==> src/rtl/ss_pkg.sv <==
`timescale 1ns/1ps
package ss_pkg;
  // Wrap-safe window test: true when addr lies in [base, base+bytes).
  function automatic logic in_window(input logic [63:0] addr,
                                     input logic [63:0] base,
                                     input logic [63:0] bytes);
    logic [63:0] off;
    off = addr - base;
    return off < bytes;
  endfunction
endpackage

==> src/rtl/ss_store.sv <==
`timescale 1ns/1ps
module ss_store #(
  parameter int W     = 32,
  parameter int DEPTH = 16,
  localparam int PTR_W = $clog2(DEPTH)
) (
  input  logic             clk_i,
  input  logic             we_i,
  input  logic [PTR_W-1:0] widx_i,
  input  logic [W-1:0]     wdata_i,
  input  logic [PTR_W-1:0] ridx_i,
  output logic [W-1:0]     rdata_o
);
  // Plain array, no reset: maps onto distributed RAM with an async read port.
  logic [W-1:0] mem_q [DEPTH];

  always_ff @(posedge clk_i) begin
    if (we_i) mem_q[widx_i] <= wdata_i;
  end

  assign rdata_o = mem_q[ridx_i];
endmodule

==> src/rtl/ss_ctrl.sv <==
`timescale 1ns/1ps
module ss_ctrl #(
  parameter int W     = 32,
  parameter int DEPTH = 16,
  localparam int PTR_W = $clog2(DEPTH),
  localparam int CNT_W = $clog2(DEPTH + 1)
) (
  input  logic             clk_i,
  input  logic             rst_i,
  input  logic             flush_i,
  input  logic             call_i,
  input  logic             ret_i,
  input  logic [W-1:0]     ret_addr_i,
  input  logic [W-1:0]     top_data_i,
  output logic             we_o,
  output logic [PTR_W-1:0] widx_o,
  output logic [PTR_W-1:0] ridx_o,
  output logic [CNT_W-1:0] depth_o,
  output logic             violation_o,
  output logic             overflow_o,
  output logic             underflow_o
);
  localparam logic [CNT_W-1:0] FULL = CNT_W'(DEPTH);

  logic [CNT_W-1:0] depth_q, depth_mid;
  logic             do_pop, empty_ret, mismatch, full_call, do_push;
  logic             viol_q, ovf_q, unf_q;

  // The return is resolved first and the call sees the depth it leaves behind.
  always_comb begin
    do_pop    = ret_i && (depth_q != '0);
    empty_ret = ret_i && (depth_q == '0);
    mismatch  = do_pop && (top_data_i != ret_addr_i);
    depth_mid = do_pop ? depth_q - CNT_W'(1) : depth_q;
    full_call = call_i && (depth_mid == FULL);
    do_push   = call_i && !full_call;
  end

  assign ridx_o = PTR_W'(depth_q - CNT_W'(1));
  assign widx_o = depth_mid[PTR_W-1:0];
  assign we_o   = do_push && !flush_i && !rst_i;

  always_ff @(posedge clk_i) begin
    if (rst_i || flush_i) begin
      depth_q <= '0;
      viol_q  <= 1'b0;
      ovf_q   <= 1'b0;
      unf_q   <= 1'b0;
    end else begin
      depth_q <= depth_mid + CNT_W'(do_push);
      viol_q  <= mismatch || empty_ret;
      ovf_q   <= ovf_q || full_call;
      unf_q   <= unf_q || empty_ret;
    end
  end

  assign depth_o     = depth_q;
  assign violation_o = viol_q;
  assign overflow_o  = ovf_q;
  assign underflow_o = unf_q;


  push_grow_chk: assert property (@(posedge clk_i) disable iff (rst_i)
    (call_i && !ret_i && !flush_i && depth_q != FULL) |=> depth_q == $past(depth_q) + CNT_W'(1));

  empty_pop_chk: assert property (@(posedge clk_i) disable iff (rst_i)
    (ret_i && depth_q == '0 && !flush_i) |=> (underflow_o && violation_o && depth_q <= CNT_W'(1)));

  no_overflow_chk: assert property (@(posedge clk_i) disable iff (rst_i)
    depth_q <= FULL);

  sticky_ovf_chk: assert property (@(posedge clk_i) disable iff (rst_i)
    (overflow_o && !flush_i) |=> overflow_o);

  flush_clear_chk: assert property (@(posedge clk_i) disable iff (rst_i)
    flush_i |=> (depth_q == '0 && !overflow_o && !underflow_o && !violation_o));

  viol_src_chk: assert property (@(posedge clk_i) disable iff (rst_i)
    violation_o |-> $past(ret_i));
endmodule

==> src/rtl/ss_guard.sv <==
`timescale 1ns/1ps
module ss_guard #(
  parameter int          W          = 32,
  parameter logic [63:0] PROT_BASE  = 64'hFFFF_0000,
  parameter logic [63:0] PROT_BYTES = 64'h1000
) (
  input  logic         clk_i,
  input  logic         rst_i,
  input  logic         flush_i,
  input  logic         acc_i,
  input  logic [W-1:0] acc_addr_i,
  output logic         acc_fault_o
);
  import ss_pkg::*;

  logic hit;
  assign hit = acc_i && in_window(64'(acc_addr_i), PROT_BASE, PROT_BYTES);

  always_ff @(posedge clk_i) begin
    if (rst_i || flush_i) acc_fault_o <= 1'b0;
    else                  acc_fault_o <= hit;
  end


  fault_src_chk: assert property (@(posedge clk_i) disable iff (rst_i)
    acc_fault_o |-> $past(acc_i));
endmodule

==> src/rtl/ret_shadow_stack.sv <==
`timescale 1ns/1ps
module ret_shadow_stack #(
  parameter int          ADDR_W     = 32,
  parameter int          DEPTH      = 16,
  parameter logic [63:0] PROT_BASE  = 64'hFFFF_0000,
  parameter logic [63:0] PROT_BYTES = 64'h1000,
  localparam int PTR_W = $clog2(DEPTH),
  localparam int CNT_W = $clog2(DEPTH + 1)
) (
  input  logic              clk_i,
  input  logic              rst_i,
  input  logic              flush_i,
  input  logic              call_i,
  input  logic [ADDR_W-1:0] call_addr_i,
  input  logic              ret_i,
  input  logic [ADDR_W-1:0] ret_addr_i,
  input  logic              acc_i,
  input  logic [ADDR_W-1:0] acc_addr_i,
  output logic              violation_o,
  output logic              overflow_o,
  output logic              underflow_o,
  output logic [CNT_W-1:0]  depth_o,
  output logic              acc_fault_o
);
  logic              we;
  logic [PTR_W-1:0]  widx, ridx;
  logic [ADDR_W-1:0] top_data;

  ss_store #(.W(ADDR_W), .DEPTH(DEPTH)) u_store (
    .clk_i   (clk_i),
    .we_i    (we),
    .widx_i  (widx),
    .wdata_i (call_addr_i),
    .ridx_i  (ridx),
    .rdata_o (top_data)
  );

  ss_ctrl #(.W(ADDR_W), .DEPTH(DEPTH)) u_ctrl (
    .clk_i       (clk_i),
    .rst_i       (rst_i),
    .flush_i     (flush_i),
    .call_i      (call_i),
    .ret_i       (ret_i),
    .ret_addr_i  (ret_addr_i),
    .top_data_i  (top_data),
    .we_o        (we),
    .widx_o      (widx),
    .ridx_o      (ridx),
    .depth_o     (depth_o),
    .violation_o (violation_o),
    .overflow_o  (overflow_o),
    .underflow_o (underflow_o)
  );

  ss_guard #(.W(ADDR_W), .PROT_BASE(PROT_BASE), .PROT_BYTES(PROT_BYTES)) u_guard (
    .clk_i       (clk_i),
    .rst_i       (rst_i),
    .flush_i     (flush_i),
    .acc_i       (acc_i),
    .acc_addr_i  (acc_addr_i),
    .acc_fault_o (acc_fault_o)
  );
endmodule

==> config.mk <==
export PLATFORM = sky130hd
export DESIGN_NAME = ret_shadow_stack
export DESIGN_NICKNAME = d
export VERILOG_FILES = /design/src/rtl/ss_pkg.sv /design/src/rtl/ss_store.sv /design/src/rtl/ss_ctrl.sv /design/src/rtl/ss_guard.sv /design/src/rtl/ret_shadow_stack.sv
export SDC_FILE = /design/constraint.sdc
export NUM_CORES = 1
export LEC_CHECK = 0
export CORE_ASPECT_RATIO = 2
export CORE_MARGIN = 3
export CORE_UTILIZATION = 44
export DETAILED_ROUTE_END_ITERATION = 10
export PLACE_DENSITY = 0.72
export SYNTH_ARGS = -nofsm -noshare
export SYNTH_HDL_FRONTEND = slang
export SYNTH_HIERARCHICAL = 1
export SYNTH_SLANG_ARGS = --single-unit
==> constraint.sdc <==
create_clock -name clk_i -period 4.9 [get_ports clk_i]
set_input_delay 0.98 -clock clk_i [delete_from_list [all_inputs] [get_ports clk_i]]
set_output_delay 0.98 -clock clk_i [all_outputs]
set_load 0.05 [all_outputs]
# == After elaboration in Yosys (flattened, before gate mapping) ==
# Memories as Yosys holds them, arrays and structs flattened.
# Cells that the tools add are included.
# word_totals
out_inout_bits,9
mem_bits_rw,512
memories,1
ff_bits,9
in_bits,102
wordCells,32
# mem_list
memory,depth,word_bits,rd,rd_clocked_by_memory_dff,wr,line,text
u_store.mem_q,16,32,1,0,1,ss_store.sv:15,logic [W-1:0] mem_q [DEPTH];
# classes
eq_ne,2
n_reduce_logical,17
muxes,3
addsub,3
n_lt_le_gt_ge,1
# ops
operator,n
"64-bit by 13-bit < comparator with 1-bit output, second input constant",1
"32-bit by 32-bit subtractor with 33-bit output, second input constant",1
32-bit != test,1
1-bit logical AND,8
5-bit by 1-bit adder with 5-bit output,1
"5-bit equality test, second input constant",1
5-bit zero test,1
5-bit 2-to-1 mux,1
5-bit nonzero test,1
"5-bit by 1-bit subtractor with 5-bit output, second input constant",1
1-bit logical OR,4
1-bit zero test,3
1-bit 2-to-1 mux,2

# == Logic depth before layout (Yosys ltp) ==
# Gate-level depths: netlist of run 1.
# logic_depth
word_depth,11
ltp_mapped,13
depth_no_buf,11

# == Cells and area by module ==
# Netlist of run 1, hierarchy kept.
# by_module_without_submodules
mod,seq_area_each_um2,n_inst,cells_per_inst,area_each_um2
ss_store,15374.7,1,806,19213.4
ss_ctrl,160.2,1,106,915.9
ss_guard,20.0,1,10,86.3

# == Worst setup path after synthesis of run 1 ==
# Ideal clock, no wire load.
# synth_path
path_type,register -> register
start,"register u_ctrl.depth_q[0], in the netlist u_ctrl/depth_o[0]"
end,memory u_store.mem_q[0][0] (enable)
setup_time_ps,461
required_ps,4439
arrival_ps,4734
path_slack_ps,-295
stages_incl_launch_ff,10
period_less_slack_ps,5195
path_buffers,1
cell_sequence,dfxtp_1 inv_1 ha_1 or4b_4 buf_6 and3_4 a21oi_2 o311a_1 or3b_2 nor3_1
# synth_via
word_cells_on_any_way,12
classes_between,1 x add/sub; 1 x eq/ne; 3 x mux; 7 x reduce/logical
# synth_rtl
item,line,text
"start, declared",ss_ctrl.sv:25,"logic [CNT_W-1:0] depth_q, depth_mid;"
"start signal, assigned",ss_ctrl.sv:50,depth_q <= depth_mid + CNT_W'(do_push);
5-bit by 1-bit subtractor with 5-bit output,ss_ctrl.sv:34,depth_mid = do_pop ? depth_q - CNT_W'(1) : depth_q;
via ridx[0],ret_shadow_stack.sv:26,"logic [PTR_W-1:0] widx, ridx;"
5-bit 2-to-1 mux,ss_ctrl.sv:34,
5-bit equality test,ss_ctrl.sv:35,full_call = call_i && (depth_mid == FULL);
1-bit logical AND,ss_ctrl.sv:35,
1-bit zero test,ss_ctrl.sv:36,do_push = call_i && !full_call;
1-bit logical AND,ss_ctrl.sv:36,
1-bit logical AND (2 in series),ss_ctrl.sv:41,assign we_o = do_push && !flush_i && !rst_i;
via we,ret_shadow_stack.sv:25,logic we;
1-bit 2-to-1 mux,ss_store.sv:18,if (we_i) mem_q[widx_i] <= wdata_i;
1-bit 2-to-1 mux (implied by the code),ss_store.sv:18,
"end, declared",ss_store.sv:15,
# The timed path passes the listed nets, and every way through them passes these cells.

# == Worst setup path in the final report of run 1 ==
# layout_path
start,"register u_ctrl.depth_q[0], in the netlist u_ctrl/depth_o[0]"
end,memory u_store.mem_q[6][2] (enable)
# layout_via
word_cells_on_any_way,12
classes_between,1 x add/sub; 1 x eq/ne; 3 x mux; 7 x reduce/logical
# layout_rtl
item,line
5-bit by 1-bit subtractor with 5-bit output (*),ss_ctrl.sv:34
via ridx[0],ret_shadow_stack.sv:26
5-bit 2-to-1 mux (*),ss_ctrl.sv:34
5-bit equality test,ss_ctrl.sv:35
1-bit logical AND,ss_ctrl.sv:35
1-bit zero test,ss_ctrl.sv:36
1-bit logical AND,ss_ctrl.sv:36
1-bit logical AND (2 in series),ss_ctrl.sv:41
1-bit 2-to-1 mux,ss_store.sv:18
1-bit 2-to-1 mux (implied by the code),ss_store.sv:18
# The timed path passes the listed nets; every way through them passes the cells marked *.

==> results.toml, run 1 <==
[yosys]
synth-seq-area-share_pct = 76.94
postSynth.asyncResetShare_pct = 0
netlist_area_um2 = 20220
synth_edf_count = 512
ys.flop_type = "edfxtp_1"
syn_nets = 1027
synth_cells = 922
synth.top_cell.area_share_pct = 76.05
yosys_warnings = 6
avgSynthCellArea_um2 = 21.93
netlist_top_cells_area = "edfxtp_1 (76%), mux4_2 (14%), a22oi_1 (2.4%), xnor2_1 (1.4%), dfxtp_1 (0.89%)"
synth_top_area_cell = "edfxtp_1"
netlist-cell-type-count = 45
ys_ff_latch = 521

[layout]
layout_common_cells = "edfxtp_1 (512), mux4_2 (128), clkdlybuf4s50_1 (98)"
syn_to_final_growth_pct = 16.12
final_common_cell = "edfxtp_1"
nets = 1157
fillCellCount = 3380
drive_gt1_share_pct = 22.92

[outcome]
status = "finished, final reports clean"

[run]
drv_cap = 0

[route]
drc_errors = 0
vias = 9720
first_pass_iters = 4
via_per_inst = 5.916
ant_nets = 0
drt_iter0_markers = 867
wl_per_cell_um = 26.67
wl_um = 43830

[power]
leakagePower_nw = 7.400
ir_worst_vdd_mv = 0.2274
power_density_nw_per_um2 = 394.7

[global_routing]
grt_antenna_before_repair = 2
grt_overflow = 0
grt_pass1_vias = 10200
grt_max_degree = 111
grt_first_pass_wirelength_um = 64520
grt_usage_pct = 18.14

[setup_path]
reg2reg_to = "u_store/mem_q[6][2]"
crit_end = "u_store/mem_q[6][2]"
cp.arrival_ns = 4.13
reg2reg_slack_ns = 0.97
worstPathMaxFanout = 20
r2r-start = "u_ctrl/depth_o[0]"
crit_chain = "inv_8, ha_1, or4b_4, and3_4, nor2_1, nand2b_1, nor2_4, buf_4"
cp-startpoint = "u_ctrl/depth_o[0]"
path_delay_family = "simple AND/OR/NAND/NOR gates"
startpoint_type = "flop"
worstSetupEndpointType = "flop"
crit_slowest_cell = "nor2_4"
cp_data_required_time_ns = 5.10
crit_path_max_incr_delay_ns = 0.58
r2r_cells = 8
worstSetupPathType = "flop to flop"
cp.depth = 8
crit_buf_inv = 2

[timing]
tns_ns = 0
hold_violations = 0
worstMarginPinSlew_ns = 0.9886
max_freq_ghz = 0.2542
clock_skew_ns = 0.008441
rsz0062_at_grt = "no"
period_needed_ns = 3.934
relSlewSlack_pct = 34.09
setup_viol = 0
fin_ws_ns = 0.9656
maxSlewViolCount = 0
period_share_pct = 80.29

[clock_tree]
cts_hold_buf = 0
cts_setup_buffers = 0
cts_tree = "done"
clkSinkCount = 521
htreeDepth = 2
cts_root_buf = "clkbuf_16"
cts_buffers = 42
clock_latency_ns = 0.54
path_clk_slew_ns = 0.07
cts_buffer_depth = 3
cts_resized = 0

[placement]
port_buffers = 98
place.gp.congestion = 0.7616
dp_hpwl_um = 25460
dp_slack_ns = 0.6874

[floorplan]
initial_core_util_pct = 44.64
die_x_um = 157.6
rows = 110
io_pins = 111
core_um2 = 45280
die_y_um = 309.1
die_area_um2 = 48710

[min_path]
hold_class = "flop to flop"
[kinds of logic after synthesis]
kind of cell | after synthesis | synth area share, %
AND/OR/NAND/NOR | 101 | 2.587
multiplexers | 131 | 14.41
adder cells (fa/ha/maj) | 3 | 0.1857
flip-flops | 521 | 76.94
XOR/XNOR | 35 | 1.516
AO/OA/AOI/OAI | 78 | 2.996
buffers and inverters | 53 | 1.362
[sequential cells by signal, indices dropped and copies added, names as in the netlist]
signal               count
u_ctrl/depth_o           5
u_guard/acc_fault_o      1
u_ctrl/underflow_o       1
u_ctrl/violation_o       1
u_ctrl/overflow_o        1
u_store/mem_q          512
[cells in the mapped netlist, types with 4 or more instances]
library cell,number
edfxtp_1,512
mux4_2,128
a22oi_1,64
nand2_1,41
xnor2_1,32
clkbuf_1,17
nor2_1,17
buf_4,11
nand4_1,10
buf_1,9
dfxtp_1,9
inv_1,8
nor3_1,7
nand3_1,5
buf_2,4
buf_6,4
[report_power, final]
group,switching [W],internal (W)
combinational,0.000623,0.000463
clock,0.00148,0.00177
sequential,0.0000106,0.00492
total,0.00211,0.00715
[worst min-delay path by stage]
stage,from,endpoint,slack (ns),cells after the start
after global routing,u_ctrl/underflow_o,u_ctrl/underflow_o,0.49,1
after detailed placement,u_ctrl/overflow_o,u_ctrl/overflow_o,0.45,2
after CTS,u_ctrl/overflow_o,u_ctrl/overflow_o,0.46,2
final,u_ctrl/overflow_o,u_ctrl/overflow_o,0.46,2
after global placement,u_ctrl/overflow_o,u_ctrl/overflow_o,0.45,2
after floorplan,u_ctrl/overflow_o,u_ctrl/overflow_o,0.67,2
[metal layers]
layer / vias up / GRT usage [%] / routed length (µm)
met4: 2 / 6.505 / 1446
li1: 4142 / - / -
met1: 5074 / 22.97 / 16140
met2: 423 / 31.54 / 23200
met3: 79 / 3.080 / 3030
met5: - / 0 / 11
[worst register-to-register path, stage by stage, from the launching register on]
cell,delay (ns)
dfxtp_1,0.42
inv_8,0.10
ha_1,0.20
or4b_4,0.55
and3_4,0.24
nor2_1,0.57
nand2b_1,0.42
nor2_4,0.58
buf_4,0.48
[per-stage QoR]
step	area (µm²)	total power [W]	hold WS, ns	cells	util [%]
final	23480	0.009265	0.4622	1643	51.84
after CTS	23470	0.009356	0.4624	1642	51.84
after detailed placement	22180	0.006135	0.4525	1568	48.97
after floorplan	20220	0.005690	0.6702	922	-
after global placement	22180	0.006121	0.4550	1568	48.97
after global routing	23470	0.009566	0.4887	1642	51.84
[area by class of cell]
class	instances	area (µm²)	area share (%)
inverters	8	40.04	0.1706
well taps	560	700.7	2.985
multi-input cells	348	4526	19.28
diodes	1	2.502	0.01066
clock inverters	25	198.9	0.8475
repair buffers	131	1354	5.767
flip-flops and latches	521	15550	66.26
clock buffers	49	1099	4.680
Power figures use the tool's default switching activity.
==> run 2: changes to the inputs <==
==> constraint.sdc (replaced) <==
create_clock -name clk_i -period 3.3 [get_ports clk_i]
set_input_delay 0.66 -clock clk_i [delete_from_list [all_inputs] [get_ports clk_i]]
set_output_delay 0.66 -clock clk_i [all_outputs]
set_load 0.05 [all_outputs]
==> run 2 against run 1 <==
  * Fmax increased by 23%
  * Combinational power increased by 69%
  * Critical path depth increased by 3
  * Critical path type unchanged
  * Critical endpoint is now u_ctrl/violation_o
==> results.toml, run 2 (same netlist as run 1, synthesis figures left out) <==
[setup_path]
reg2reg_to = "u_ctrl/violation_o"
reg2reg_slack_ns = 0.10
cp_common_cell = "nor4_2"
crit_path_max_incr_delay_ns = 0.80
startpoint_type = "flop"
cp.arrival_ns = 3.61
crit_slowest_cell = "nor2b_4"
cp-startpoint = "u_ctrl/depth_o[2]"
crit_end = "u_ctrl/violation_o"
worstSetupPathType = "flop to flop"
r2r-start = "u_ctrl/depth_o[2]"
crit_chain = "nor4_2, nor2_1, inv_1, nor2b_4, a22oi_1, nand2_1, xnor2_1, nand4_1, nor4_2, buf_4, a31oi_1"
worstSetupEndpointType = "flop"
r2r_cells = 11
cp_data_required_time_ns = 3.72
worstPathMaxFanout = 23

[floorplan]
core_um2 = 45280
die_x_um = 157.6
rows = 110
io_pins = 111
initial_core_util_pct = 44.64
die_area_um2 = 48710
die_y_um = 309.1

[route]
drt_iter0_markers = 1095
first_pass_iters = 5
drc_errors = 0
wl_um = 48010
ant_nets = 0
vias = 10070
via_per_inst = 5.898
wl_per_cell_um = 28.12

[global_routing]
grt_util_met1_pct = 24.93
grt_antenna_before_repair = 4
grt_overflow = 0
grt_usage_pct = 19.83
grt_pass1_vias = 10700
grt_busiest_layer = "met2"
use_met3_pct = 2.660
grtUsageMet2_pct = 35.21
grt_max_degree = 62
grt_first_pass_wirelength_um = 70000

[placement]
place.gp.congestion = 0.7888
dp_hpwl_um = 29660
dpl.cell_count = 1623
place_area_um2 = 22880
port_buffers = 98

[power]
switchingPower_w = 0.003331
leakagePower_nw = 7.758
p_comb_share_pct = 13.1
intPower_w = 0.01072
power_frac_clock_pct = 34.8
p_seq_share_pct = 52.1
power_density_nw_per_um2 = 578.6
netSwitchingFraction_pct = 23.70
ir_worst_vdd_mv = 0.3419

[timing]
period_needed_ns = 3.195
max_freq_ghz = 0.3130
setup_viol = 0
maxSlewViolCount = 0
worstMarginPinSlew_ns = 0.9900
hold_violations = 0
relSlewSlack_pct = 33.86
fin_hold_ws_ns = 0.4665
rsz0062_at_grt = "yes"
clock_skew_ns = 0.02582
period_share_pct = 96.82

[clock_tree]
htreeDepth = 2
cts_root_buf = "clkbuf_16"
cts_buffer_depth = 3
cts_buffers = 44
clock_latency_ns = 0.56
cts_tree = "done"
path_clk_slew_ns = 0.07
clkSinkCount = 521
cts_hold_buf = 0

[layout]
largest_reg_flops = 512
nets = 1217
layout_common_cells = "edfxtp_1 (512), mux4_2 (128), clkdlybuf4s50_1 (98)"
fillCellCount = 3322
drive_gt1_share_pct = 28.21
top_register = "u_store/mem_q"
stdcell_area_um2 = 24290
final_common_cell = "edfxtp_1"
stdcell_count = 1707
syn_to_final_growth_pct = 20.15

[min_path]
hold_class = "flop to flop"

[run]
drv_cap = 0

[outcome]
status = "finished, final reports clean"
run 2: changes by cell type in the layout (fill, tap and decap cells not counted), sizes merged:
cell,previous run,this run
buf,33,88
clkinv,17,12
clkbuf,49,59
diode,1,2
bufinv,3,1
nor2,17,20
clkinvlp,2,3
inv,11,12
run 2: worst min-delay path by stage:
| stage | startpoint | to | slack, ns | cells after the start |
|---|---|---|---|---|
| final | u_ctrl/overflow_o | u_ctrl/overflow_o | 0.47 | 2 |
| after global routing | u_ctrl/overflow_o | u_ctrl/overflow_o | 0.49 | 2 |
| after CTS | u_ctrl/underflow_o | u_ctrl/underflow_o | 0.47 | 1 |
| after detailed placement | u_ctrl/underflow_o | u_ctrl/underflow_o | 0.46 | 1 |
| after global placement | u_ctrl/overflow_o | u_ctrl/overflow_o | 0.45 | 2 |
| after floorplan | u_ctrl/overflow_o | u_ctrl/overflow_o | 0.67 | 2 |
run 2: area by class of cell:
class	instances	area [µm²]	area share [%]
clock inverters	20	143.9	0.5924
repair buffers	186	2028	8.350
multi-input cells	351	4626	19.04
flip-flops and latches	521	15570	64.09
inverters	8	40.04	0.1648
clock buffers	59	1179	4.852
well taps	560	700.7	2.885
diodes	2	5.005	0.02060
run 2: timing repair:
action                                  CTS  global route
gates cloned                              0             3
resized for setup                         0            11
buffers inserted                          0             0
endpoints found under the hold margin     0             0
pin swaps                                 3             2
endpoints found under the setup margin   97            97
run 2: metal layers:
metal | part of all wire (%) | up-vias
li1 | - | 4277
met1 | 36 | 5296
met2 | 55 | 400
met3 | 6.0 | 91
met4 | 3.4 | 4
met5 | 0.067 | -
run 2: worst max-delay path, delay by kind of cell (launching register included):
family                    cells  cell delay [ns]
AOI/OAI and AO/OA             2             0.39
xor gates and xnor gates      1             0.17
buffers and inverters         2             0.26
DFF                           1             0.37
and+or+nand+nor               6             1.85
run 2: per-stage QoR:
stage               worst slack (ns)  power (W)  util [%]  TNS (ns)
global placement             -0.3854   0.009270     50.54    -64.10
global route                -0.03888    0.01454     53.63  -0.03888
finish                        0.1049    0.01405     53.64         0
detailed placement           -0.4032   0.009295     50.54    -72.33
floorplan                    -0.1805   0.008475         -    -31.75
CTS                         -0.03284    0.01416     53.46    -1.787
run 2: power groups by stage:
stage          sequential (W)  combinational, W  clock, W
2_1_floorplan         0.00748          0.000993         0
4_1_cts               0.00733           0.00183   0.00500
6_report              0.00733           0.00184   0.00489
5_1_grt               0.00733           0.00195   0.00526
3_5_place_dp          0.00747           0.00182         0
3_3_place_gp          0.00747           0.00180         0
